File: config.mk
export PLATFORM = sky130hd
export DESIGN_NAME = rx_idle_fifo
export DESIGN_NICKNAME = d
export VERILOG_FILES = /design/src/rtl/rxq_pkg.sv /design/src/rtl/rxq_store.sv /design/src/rtl/rxq_idle_timer.sv /design/src/rtl/rxq_sticky.sv /design/src/rtl/rx_idle_fifo.sv
export SDC_FILE = /design/constraint.sdc
export NUM_CORES = 1
export LEC_CHECK = 0
export CAP_MARGIN = 25
export CORE_ASPECT_RATIO = 0.6
export CORE_UTILIZATION = 23
export DETAILED_ROUTE_END_ITERATION = 10
export GPL_TIMING_DRIVEN = 1
export PLACE_DENSITY_LB_ADDON = 0.25
export SETUP_SLACK_MARGIN = 0.3
export SLEW_MARGIN = 10
export SYNTH_ARGS = -nofsm -noshare
export SYNTH_HDL_FRONTEND = slang
export SYNTH_SLANG_ARGS = --single-unit
File: constraint.sdc
create_clock -name clk -period 3.69 [get_ports clk]
set_clock_uncertainty 0.2 [all_clocks]
set_input_delay 0.369 -clock clk [delete_from_list [all_inputs] [get_ports clk]]
set_output_delay 0.369 -clock clk [all_outputs]
set_load 0.005 [all_outputs]
File: src/rtl/rxq_pkg.sv
package rxq_pkg;

   typedef struct packed {
      logic idle_before;
      logic noise;
      logic parity_err;
      logic frame_err;
   } rxq_flags_t;

   localparam int FLAGS_W = $bits(rxq_flags_t);

   // number of idle characters selected by a timeout code (code 0 unused)
   function automatic int unsigned idle_limit(input int unsigned code);
      if (code == 0) return 0;
      return 1 << (code - 1);
   endfunction

endpackage

File: src/rtl/rxq_store.sv
module rxq_store
   import rxq_pkg::*;
#(
   parameter int DATA_W = 10,
   parameter int DEPTH  = 4
) (
   input  logic              clk,
   input  logic              rst_n,
   input  logic              fifo_en,
   input  logic              flush,
   input  logic              push_req,
   input  logic [DATA_W-1:0] push_data,
   input  rxq_flags_t        push_flags,
   input  logic              pop_req,
   output logic [DATA_W-1:0] head_data,
   output rxq_flags_t        head_flags,
   output logic [$clog2(DEPTH+1)-1:0] level,
   output logic              empty,
   output logic              dropped
);
   localparam int PTR_W   = (DEPTH > 1) ? $clog2(DEPTH) : 1;
   localparam int LVL_W   = $clog2(DEPTH+1);
   localparam int ENTRY_W = DATA_W + FLAGS_W;
   localparam logic [LVL_W-1:0] CAP_FULL = LVL_W'(DEPTH);
   localparam logic [LVL_W-1:0] CAP_ONE  = LVL_W'(1);

   logic [ENTRY_W-1:0] mem [DEPTH];
   logic [PTR_W-1:0]   wr_ptr, rd_ptr;
   logic [LVL_W-1:0]   lvl_q;
   logic [LVL_W-1:0]   cap;
   logic [LVL_W-1:0]   lvl_after_pop;
   logic               do_pop, do_push;

   assign cap           = fifo_en ? CAP_FULL : CAP_ONE;
   assign empty         = (lvl_q == '0);
   assign do_pop        = pop_req && !empty && !flush;
   assign lvl_after_pop = lvl_q - LVL_W'(do_pop);
   assign do_push       = push_req && !flush && (lvl_after_pop < cap);
   assign dropped       = push_req && !flush && !(lvl_after_pop < cap);

   function automatic logic [PTR_W-1:0] ptr_next(input logic [PTR_W-1:0] p);
      if (DEPTH == 1) return '0;
      if (p == PTR_W'(DEPTH-1)) return '0;
      return p + PTR_W'(1);
   endfunction

   generate
      for (genvar gi = 0; gi < DEPTH; gi++) begin : g_entry
         always_ff @(posedge clk or negedge rst_n) begin
            if (!rst_n) begin
               mem[gi] <= '0;
            end else if (do_push && (wr_ptr == PTR_W'(gi))) begin
               mem[gi] <= {push_flags, push_data};
            end
         end
      end
   endgenerate

   always_ff @(posedge clk or negedge rst_n) begin
      if (!rst_n) begin
         wr_ptr <= '0;
         rd_ptr <= '0;
         lvl_q  <= '0;
      end else if (flush) begin
         wr_ptr <= '0;
         rd_ptr <= '0;
         lvl_q  <= '0;
      end else begin
         if (do_push) wr_ptr <= ptr_next(wr_ptr);
         if (do_pop)  rd_ptr <= ptr_next(rd_ptr);
         lvl_q <= lvl_after_pop + LVL_W'(do_push);
      end
   end

   assign {head_flags, head_data} = mem[rd_ptr];
   assign level = lvl_q;

   initial begin
      if (DATA_W < 1) $error("rxq_store: DATA_W must be positive");
      if (DEPTH < 1)  $error("rxq_store: DEPTH must be positive");
   end

   assert_level_bounded_R1: assert property (@(posedge clk) disable iff (!rst_n)
      lvl_q <= CAP_FULL);

   assert_legacy_single_R2: assert property (@(posedge clk) disable iff (!rst_n)
      (!fifo_en && lvl_q == CAP_ONE && push_req && !pop_req && !flush) |=> (lvl_q == CAP_ONE));

   assert_flush_empties_R6: assert property (@(posedge clk) disable iff (!rst_n)
      flush |=> empty);
endmodule

File: src/rtl/rxq_idle_timer.sv
module rxq_idle_timer
   import rxq_pkg::*;
#(
   parameter int SEL_W = 3
) (
   input  logic             clk,
   input  logic             rst_n,
   input  logic [SEL_W-1:0] sel,
   input  logic             restart,
   input  logic             tick,
   output logic             expired
);
   localparam int MAX_CODE = (1 << SEL_W) - 1;
   localparam int MAX_LIM  = 1 << (MAX_CODE - 1);
   localparam int CNT_W    = $clog2(MAX_LIM + 1);

   logic [CNT_W-1:0] cnt_q;
   logic [CNT_W-1:0] limit;

   always_ff @(posedge clk or negedge rst_n) begin
      if (!rst_n) begin
         cnt_q <= '0;
      end else if (restart) begin
         cnt_q <= '0;
      end else if (tick && (cnt_q != CNT_W'(MAX_LIM))) begin
         cnt_q <= cnt_q + CNT_W'(1);
      end
   end

   assign limit   = CNT_W'(idle_limit(int'(sel)));
   assign expired = (sel != '0) && (cnt_q >= limit);

   initial begin
      if (SEL_W < 1 || SEL_W > 4) $error("rxq_idle_timer: SEL_W must be 1 to 4");
   end

   assert_restart_clears_R9: assert property (@(posedge clk) disable iff (!rst_n)
      restart |=> !expired);

   assert_count_saturates_R9: assert property (@(posedge clk) disable iff (!rst_n)
      (cnt_q == CNT_W'(MAX_LIM) && !restart) |=> (cnt_q == CNT_W'(MAX_LIM)));
endmodule

File: src/rtl/rxq_sticky.sv
module rxq_sticky (
   input  logic clk,
   input  logic rst_n,
   input  logic set,
   input  logic clr,
   output logic q
);
   always_ff @(posedge clk or negedge rst_n) begin
      if (!rst_n)   q <= 1'b0;
      else if (set) q <= 1'b1;
      else if (clr) q <= 1'b0;
   end
endmodule

File: src/rtl/rx_idle_fifo.sv
module rx_idle_fifo
   import rxq_pkg::*;
#(
   parameter int DATA_W    = 10,
   parameter int DEPTH     = 4,
   parameter int CNT_W     = 8,
   parameter int IDLE_SEL_W = 3
) (
   input  logic                  clk,
   input  logic                  rst_n,
   input  logic                  cfg_fifo_en,
   input  logic [CNT_W-1:0]      cfg_watermark,
   input  logic [IDLE_SEL_W-1:0] cfg_idle_sel,
   input  logic                  cfg_uflow_ie,
   input  logic                  wr_valid,
   input  logic [DATA_W-1:0]     wr_data,
   input  logic                  wr_frame_err,
   input  logic                  wr_parity_err,
   input  logic                  wr_noise,
   input  logic                  wr_idle_before,
   input  logic                  idle_tick,
   input  logic                  rd_strobe,
   input  logic                  flush,
   input  logic                  clr_underflow,
   input  logic                  clr_overrun,
   output logic [DATA_W-1:0]     rd_data,
   output logic                  rd_frame_err,
   output logic                  rd_parity_err,
   output logic                  rd_noise,
   output logic                  rd_idle_before,
   output logic                  rd_empty,
   output logic [CNT_W-1:0]      count,
   output logic                  data_ready,
   output logic                  underflow,
   output logic                  overrun,
   output logic                  uflow_irq
);
   localparam int LVL_W = $clog2(DEPTH+1);

   rxq_flags_t       in_flags, out_flags;
   logic [LVL_W-1:0] level;
   logic             dropped, idle_expired, uflow_set;

   assign in_flags = '{idle_before: wr_idle_before, noise: wr_noise,
                       parity_err: wr_parity_err, frame_err: wr_frame_err};

   rxq_store #(.DATA_W(DATA_W), .DEPTH(DEPTH)) u_store (
      .clk        (clk),
      .rst_n      (rst_n),
      .fifo_en    (cfg_fifo_en),
      .flush      (flush),
      .push_req   (wr_valid),
      .push_data  (wr_data),
      .push_flags (in_flags),
      .pop_req    (rd_strobe),
      .head_data  (rd_data),
      .head_flags (out_flags),
      .level      (level),
      .empty      (rd_empty),
      .dropped    (dropped)
   );

   rxq_idle_timer #(.SEL_W(IDLE_SEL_W)) u_idle (
      .clk     (clk),
      .rst_n   (rst_n),
      .sel     (cfg_idle_sel),
      .restart (wr_valid || flush),
      .tick    (idle_tick),
      .expired (idle_expired)
   );

   assign uflow_set = rd_strobe && rd_empty && !flush;

   rxq_sticky u_uflow (
      .clk (clk), .rst_n (rst_n), .set (uflow_set), .clr (clr_underflow), .q (underflow)
   );

   rxq_sticky u_oflow (
      .clk (clk), .rst_n (rst_n), .set (dropped), .clr (clr_overrun), .q (overrun)
   );

   generate
      if (CNT_W > LVL_W) begin : g_cnt_wide
         assign count = {{(CNT_W-LVL_W){1'b0}}, level};
      end else begin : g_cnt_exact
         assign count = CNT_W'(level);
      end
   endgenerate

   assign rd_frame_err   = out_flags.frame_err;
   assign rd_parity_err  = out_flags.parity_err;
   assign rd_noise       = out_flags.noise;
   assign rd_idle_before = out_flags.idle_before;

   assign data_ready = (count > cfg_watermark) || (idle_expired && !rd_empty);
   assign uflow_irq  = underflow && cfg_uflow_ie;

   initial begin
      if (CNT_W < LVL_W) $error("rx_idle_fifo: CNT_W too narrow for DEPTH");
   end

   assert_full_drop_R3: assert property (@(posedge clk) disable iff (!rst_n)
      (wr_valid && !flush && !rd_strobe && count == CNT_W'(DEPTH)) |=> overrun);

   assert_underflow_set_R5: assert property (@(posedge clk) disable iff (!rst_n)
      (rd_strobe && rd_empty && !flush) |=> underflow);

   assert_empty_matches_count_R5: assert property (@(posedge clk) disable iff (!rst_n)
      rd_empty == (count == '0));
endmodule

## Word level (Yosys, flattened, before mapping)

Cells that the tools add are included.
Widths: inputs -> output; s select.

| cells by class | value |
|---|---|
| add/subtract/negate cells | 6 |
| order comparisons | 4 |
| eq/ne operators | 5 |
| shift-type cells | 1 |
| mux-type cells | 27 |
| bitwise gates (word level) | 1 |
| reductions and logical operators | 29 |

Operator list:

| kind | count |
|---|---|
| $shl 1x32->7 const A | 1 |
| $bmux 14 s2 | 1 |
| $mux 14 | 2 |
| $mux 7 | 3 |
| $mux 2 | 8 |
| $logic_and 1x1->1 | 15 |
| $mux 1 | 11 |
| $reduce_bool 2->1 | 5 |
| $gt 3x8->1 | 1 |
| $add 7x1->7 const B | 1 |
| $ge 7x7->1 | 1 |
| $ne 7x7->1 const B | 1 |
| $eq 2x2->1 const B | 3 |
| $logic_not 3->1 | 2 |
| $mux 3 | 2 |
| $add 2x1->2 const B | 2 |
| $sub 3x1->4 const B | 1 |
| $add 3x1->3 | 1 |
| $ge 3x3->1 const B | 1 |
| $logic_not 1->1 | 3 |
| $lt 3x3->1 | 1 |
| $not 2->3 | 1 |
| $reduce_bool 3->1 | 1 |
| $sub 3x1->3 | 1 |
| 3 further kinds | 4 |

| storage, ports and cells | value |
|---|---|
| bits in registers | 72 |
| input bits | 35 |
| word-level logic and storage cells | 83 |

## Longest topological paths before layout

| logic depth | value |
|---|---|
| word-level depth | 12 |
| depth in mapped cells | 12 |
| depth with buffers taken out | 12 |

## Hierarchy

From an unflattened synthesis, not the netlist that was laid out.

| second synthesis, totals | value |
|---|---|
| cells, all modules | 309 |
| area, all modules | 4015.1 um^2 |

By module, submodules not included:

| module | times used | cells each | area an instance (um^2) | seq. area each (um^2) |
|---|---|---|---|---|
| rxq_store | 1 | 192 | 3042.9 | 1576.5 |
| rxq_idle_timer | 1 | 86 | 740.7 | 175.2 |
| rx_idle_fifo | 1 | 25 | 158.9 | 0.0 |
| rxq_sticky | 2 | 3 | 36.3 | 25.0 |

## Worst setup path before layout

No wires, ideal clock.

| timing | value |
|---|---|
| path kind | flip-flop to flip-flop |
| from | register u_store.lvl_q[1] (netlist: u_store.level[1]) |
| to | register u_store.mem[10] (netlist bit) |
| arrival time | 2.810 ns |
| data required time | 3.365 ns |
| slack | 0.555 ns |
| cell stages (with the launch flop) | 13 |
| clock period less this slack | 3.135 ns |
| path through | dfrtp_1 -> or3_1 -> inv_1 -> nor2_1 -> ha_1 -> ha_1 -> xor2_1 -> ha_1 -> a211oi_4 -> and2_1 -> buf_6 -> buf_12 -> mux2_4 |

| between the ends | value |
|---|---|
| cells in the longest elaborated chain, start to end | 8 |

RTL lines:

| item | line | source |
|---|---|---|
| from (decl) | rxq_store.sv:29 | `logic [LVL_W-1:0] lvl_q;` |
| from (signal assigned) | rxq_store.sv:71 | `lvl_q <= lvl_after_pop + LVL_W'(do_push);` |
| $logic_not 3->1 | rxq_store.sv:35 | `assign empty = (lvl_q == '0);` |
| via rd_empty | rx_idle_fifo.sv:31 | `output logic rd_empty,` |
| $logic_not 1->1 | rxq_store.sv:36 | `assign do_pop = pop_req && !empty && !flush;` |
| $logic_and 1x1->1 (2 in a row) | rxq_store.sv:36 |  |
| $sub 3x1->3 | rxq_store.sv:37 | `assign lvl_after_pop = lvl_q - LVL_W'(do_pop);` |
| $lt 3x3->1 | rxq_store.sv:38 | `assign do_push = push_req && !flush && (lvl_after_pop < cap);` |
| $logic_and 1x1->1 | rxq_store.sv:38 |  |
| $logic_and 1x1->1 | rxq_store.sv:52 | `end else if (do_push && (wr_ptr == PTR_W'(gi))) begin` |
| to (signal, indexed assignment) | rxq_store.sv:53 | `mem[gi] <= {push_flags, push_data};` |
| to (decl) | rxq_store.sv:27 | `logic [ENTRY_W-1:0] mem [DEPTH];` |

The timed path passes the listed nets, and every way through them passes these cells.
A chain may end at the register's enable or synchronous reset.

## Final worst setup path

| timing | value |
|---|---|
| from | register u_store.lvl_q[2] (netlist: u_store.level[2]) |
| to | register u_store.mem[1] (netlist bit) |

| between the ends | value |
|---|---|
| cells in the longest elaborated chain, start to end | 8 |

RTL lines:

| item | line |
|---|---|
| $logic_not 3->1 | rxq_store.sv:35 |
| $logic_not 1->1 | rxq_store.sv:36 |
| $logic_and 1x1->1 (2 in a row) | rxq_store.sv:36 |
| $sub 3x1->3 * | rxq_store.sv:37 |
| $lt 3x3->1 * | rxq_store.sv:38 |
| $logic_and 1x1->1 * | rxq_store.sv:38 |
| $logic_and 1x1->1 * | rxq_store.sv:52 |

Every way passes the cells marked *; elsewhere a longest branch is shown, timed or not.

==> run metrics <==
Arr. time, crit path=3.27 ns; grt ovf=0; WL/cell=14.6 microns; first-pass GRT wire length=14,400 microns; clock tree root driver cell=clkbuf_16; Final Slew Violations=0; H-tree levels=3; final setup fails=0; critical path startpoint category=flop; Slew headroom=0.389; critical path peak fanout=14; worst-margin pin slew=0.916 ns; CP max-delay cell=dfrtp_2; initial antenna violation count=1; worst slack, placed=-0.129 ns; CTS tree=built; worst setup margin=0.433 ns; Detail Placement HPWL=6030 microns; Worst-path clk slew=0.06 ns; Clock Power Share=0.244; proportion of layout cells with a drive suffix above 1=0.319; WL final=8710 microns; Synth Instances=292; Final period util=0.883; Int Power=2.60 mW; Die X=173 microns; Clock Path Buffers=2; Hold WS=-0.0192 ns; # Max-Cap Violations=0; I/O Buffers=56; RSZ-0062 raised after global routing=false; n_diodes=0; FMAX=307 MHz; hold-fix buffers at CTS=0; min Tclk post-route=3.26 ns; Rows=37; drt via density=4.10; worst path cell trace=or3_4 > inv_2 > nor2_1 > ha_1 > ha_1 > xor2_2 > ha_1 > a211oi_4 > and2_4 > buf_12 > mux2_2; Detail Route Antenna Nets=0; Critical Path End Type=flop; Top FF cell, synth=dfrtp_1; Switch Pwr=1.03 mW; Post-synth EDFFs=0; Seq/Total Area, Yosys=0.448; critical path class=reg -> reg; largest net degree at the start of global routing=73; Sink Count=72; switching part of the total=0.283; Core Area=0.0171 sq mm; Cell variety after synth=41; Initial Util=0.235; Max VDD drop=0.000246 V; total CTS buffers=9; Final Hold Vio Count=43; Async SR Flop Fraction=1.00; Yosys Warn Count=0; post-route design area=0.00522 sq mm; largest cells by area after synthesis=dfrtp_1 45%, mux2_4 15%, ha_1 8.4%; P per Cell Area=696 mW/mm^2; failing checks=hold timing; top cell type by total area after synthesis=dfrtp_1; Clock Latency Late Sink=0.33 ns; Max stage delay on crit path=0.45 ns; Area Overhead vs Synth=29.7%; io pins=62; Seq pwr share=0.358; number of global-route vias before repair=2,679; Static Leak=2.29 nW; mean post-synth cell area=13.8 sq um; fillcell total=1,740; combinational group share of total power=0.398; Critical Path RT=3.70 ns; area occupied by multi-input gates=0.00202 sq mm; GPL Wtd Cong=0.777; DR iter-0 viols=116; Hold/Removal Path Class=in -> async; Seq cells post-synth=72; DR vias=2,451; Post-layout nets=421; mapped cell area=0.00402 sq mm; critical path's most frequent cell=ha_1; Initial DRT Pass Iterations=4; area share of the largest cell type after synthesis=0.448; DP Area=0.00486 sq mm; Die Y=104 microns; outcome=complete, but fails checks; die area=0.0180 sq mm; All-Layer GR Usage=0.104; DRC=0; Reg area=0.00180 sq mm; Post-Route Utilization=0.305
-- through the flow --
step	TNS (ns)	total power, mW	cells
after floorplan	0	2.15	296
after global placement	-0.0334	2.68	579
after detailed placement	-0.129	2.74	580
after CTS	0	3.66	597
after global routing	0	3.86	598
final	0	3.63	598
-- routing by layer --
layer	wire length, microns	vias to the layer above	global-route usage
met4	62	2	0.0303
met5	13	-	0
met3	457	8	0.0387
met2	3740	44	0.149
met1	4440	1235	0.144
li1	-	1162	-
-- state kept, by name (all words and copies together), names as in the netlist --
| name | count |
|---|---|
| u_idle.cnt_q | 7 |
| u_oflow.q | 1 |
| u_store.level | 3 |
| u_store.mem | 56 |
| u_store.rd_ptr | 2 |
| u_store.wr_ptr | 2 |
| u_uflow.q | 1 |
-- worst max-delay path, delay by kind of cell (launching register included) --
kind            cells  cell delay [ns]
compound gates      1             0.34
xor+xnor            1             0.16
fa+ha+maj           3             0.69
buf+inv             2             0.27
flops               1             0.45
mux                 1             0.35
simple gates        3             0.67
-- synth_stat cells, types with 2 or more instances --
cell	count
a21oi_1	8
dfrtp_1	72
a21o_1	4
o31ai_1	2
clkbuf_1	3
o21ai_0	4
o22ai_1	3
ha_1	27
or3_1	5
mux4_2	14
nor3_1	2
inv_1	18
nand2b_1	2
nand2_1	13
mux2_2	16
nor2b_1	3
buf_4	5
mux2_4	40
nand3_1	4
buf_6	4
and2_1	6
xor2_1	4
xnor2_1	2
nand4_1	2
nor2_1	9
buf_12	4
buf_2	2
-- path summary, 6_finish.rpt --
kind	from	slack, ns	depth (start not counted)	to
setup reg to reg	u_store.level[2]$_DFF_PN0_	0.43	11	u_store.mem[1]$_DFFE_PN0P_
hold / removal	rst_n	-0.02	1	u_store.mem[54]$_DFFE_PN0P_
hold reg to reg	u_store.mem[0]$_DFFE_PN0P_	0.30	1	u_store.mem[0]$_DFFE_PN0P_
setup / recovery	u_store.level[2]$_DFF_PN0_	0.43	11	u_store.mem[1]$_DFFE_PN0P_
max in group asynchronous	rst_n	2.69	1	u_store.level[2]$_DFF_PN0_
min in group clk	u_store.mem[0]$_DFFE_PN0P_	0.30	1	u_store.mem[0]$_DFFE_PN0P_
-- final cells by class --
type                    count  area share
flip-flops and latches     72       0.346
clock buffers               9      0.0432
inverters                  18      0.0129
clock inverters             7      0.0149
repair buffers             70       0.140
well taps                 234      0.0561
multi-input cells         188       0.388
-- layout by cell type, fill, tap and decap left out, types with 3 or more instances in the layout --
| cell type | n |
|---|---|
| dlygate4sd2_1 | 3 |
| o21ai_0 | 3 |
| or3_1 | 4 |
| mux4_2 | 14 |
| inv_2 | 3 |
| nand3_1 | 4 |
| inv_1 | 15 |
| nand2_1 | 13 |
| a21o_1 | 4 |
| mux2_4 | 40 |
| dfrtp_1 | 71 |
| nor2_1 | 9 |
| mux2_2 | 16 |
| conb_1 | 5 |
| buf_12 | 4 |
| o22ai_1 | 3 |
| inv_6 | 3 |
| xor2_1 | 3 |
| clkdlybuf4s50_1 | 52 |
| buf_4 | 10 |
| nor2b_1 | 3 |
| and2_4 | 4 |
| ha_1 | 26 |
| a21oi_1 | 8 |
| clkbuf_16 | 9 |
-- power groups by stage --
stage,Sequential (mW),Combinational [mW],Clock (mW)
after global routing,1.34,1.57,0.951
after CTS,1.30,1.45,0.911
after detailed placement,1.30,1.43,0
after global placement,1.32,1.36,0
final,1.30,1.44,0.884
after floorplan,1.23,0.924,0
-- logic make-up after synthesis --
logic type      after synthesis  synth area share
flops                        72             0.448
mux                          71             0.275
simple gates                 52            0.0703
buf+inv                      36            0.0625
fa+ha+maj                    27            0.0840
compound gates               27            0.0461
xor+xnor                      6            0.0131
other cells                   1          0.000933
-- repair_timing --
item | in CTS | in global routing
endpoints found under the setup margin | 57 | 57
resized for setup | 9 | 7
buffers inserted | 1 | 1
pin swaps | 1 | 1
(Power assumes the default switching activity.)
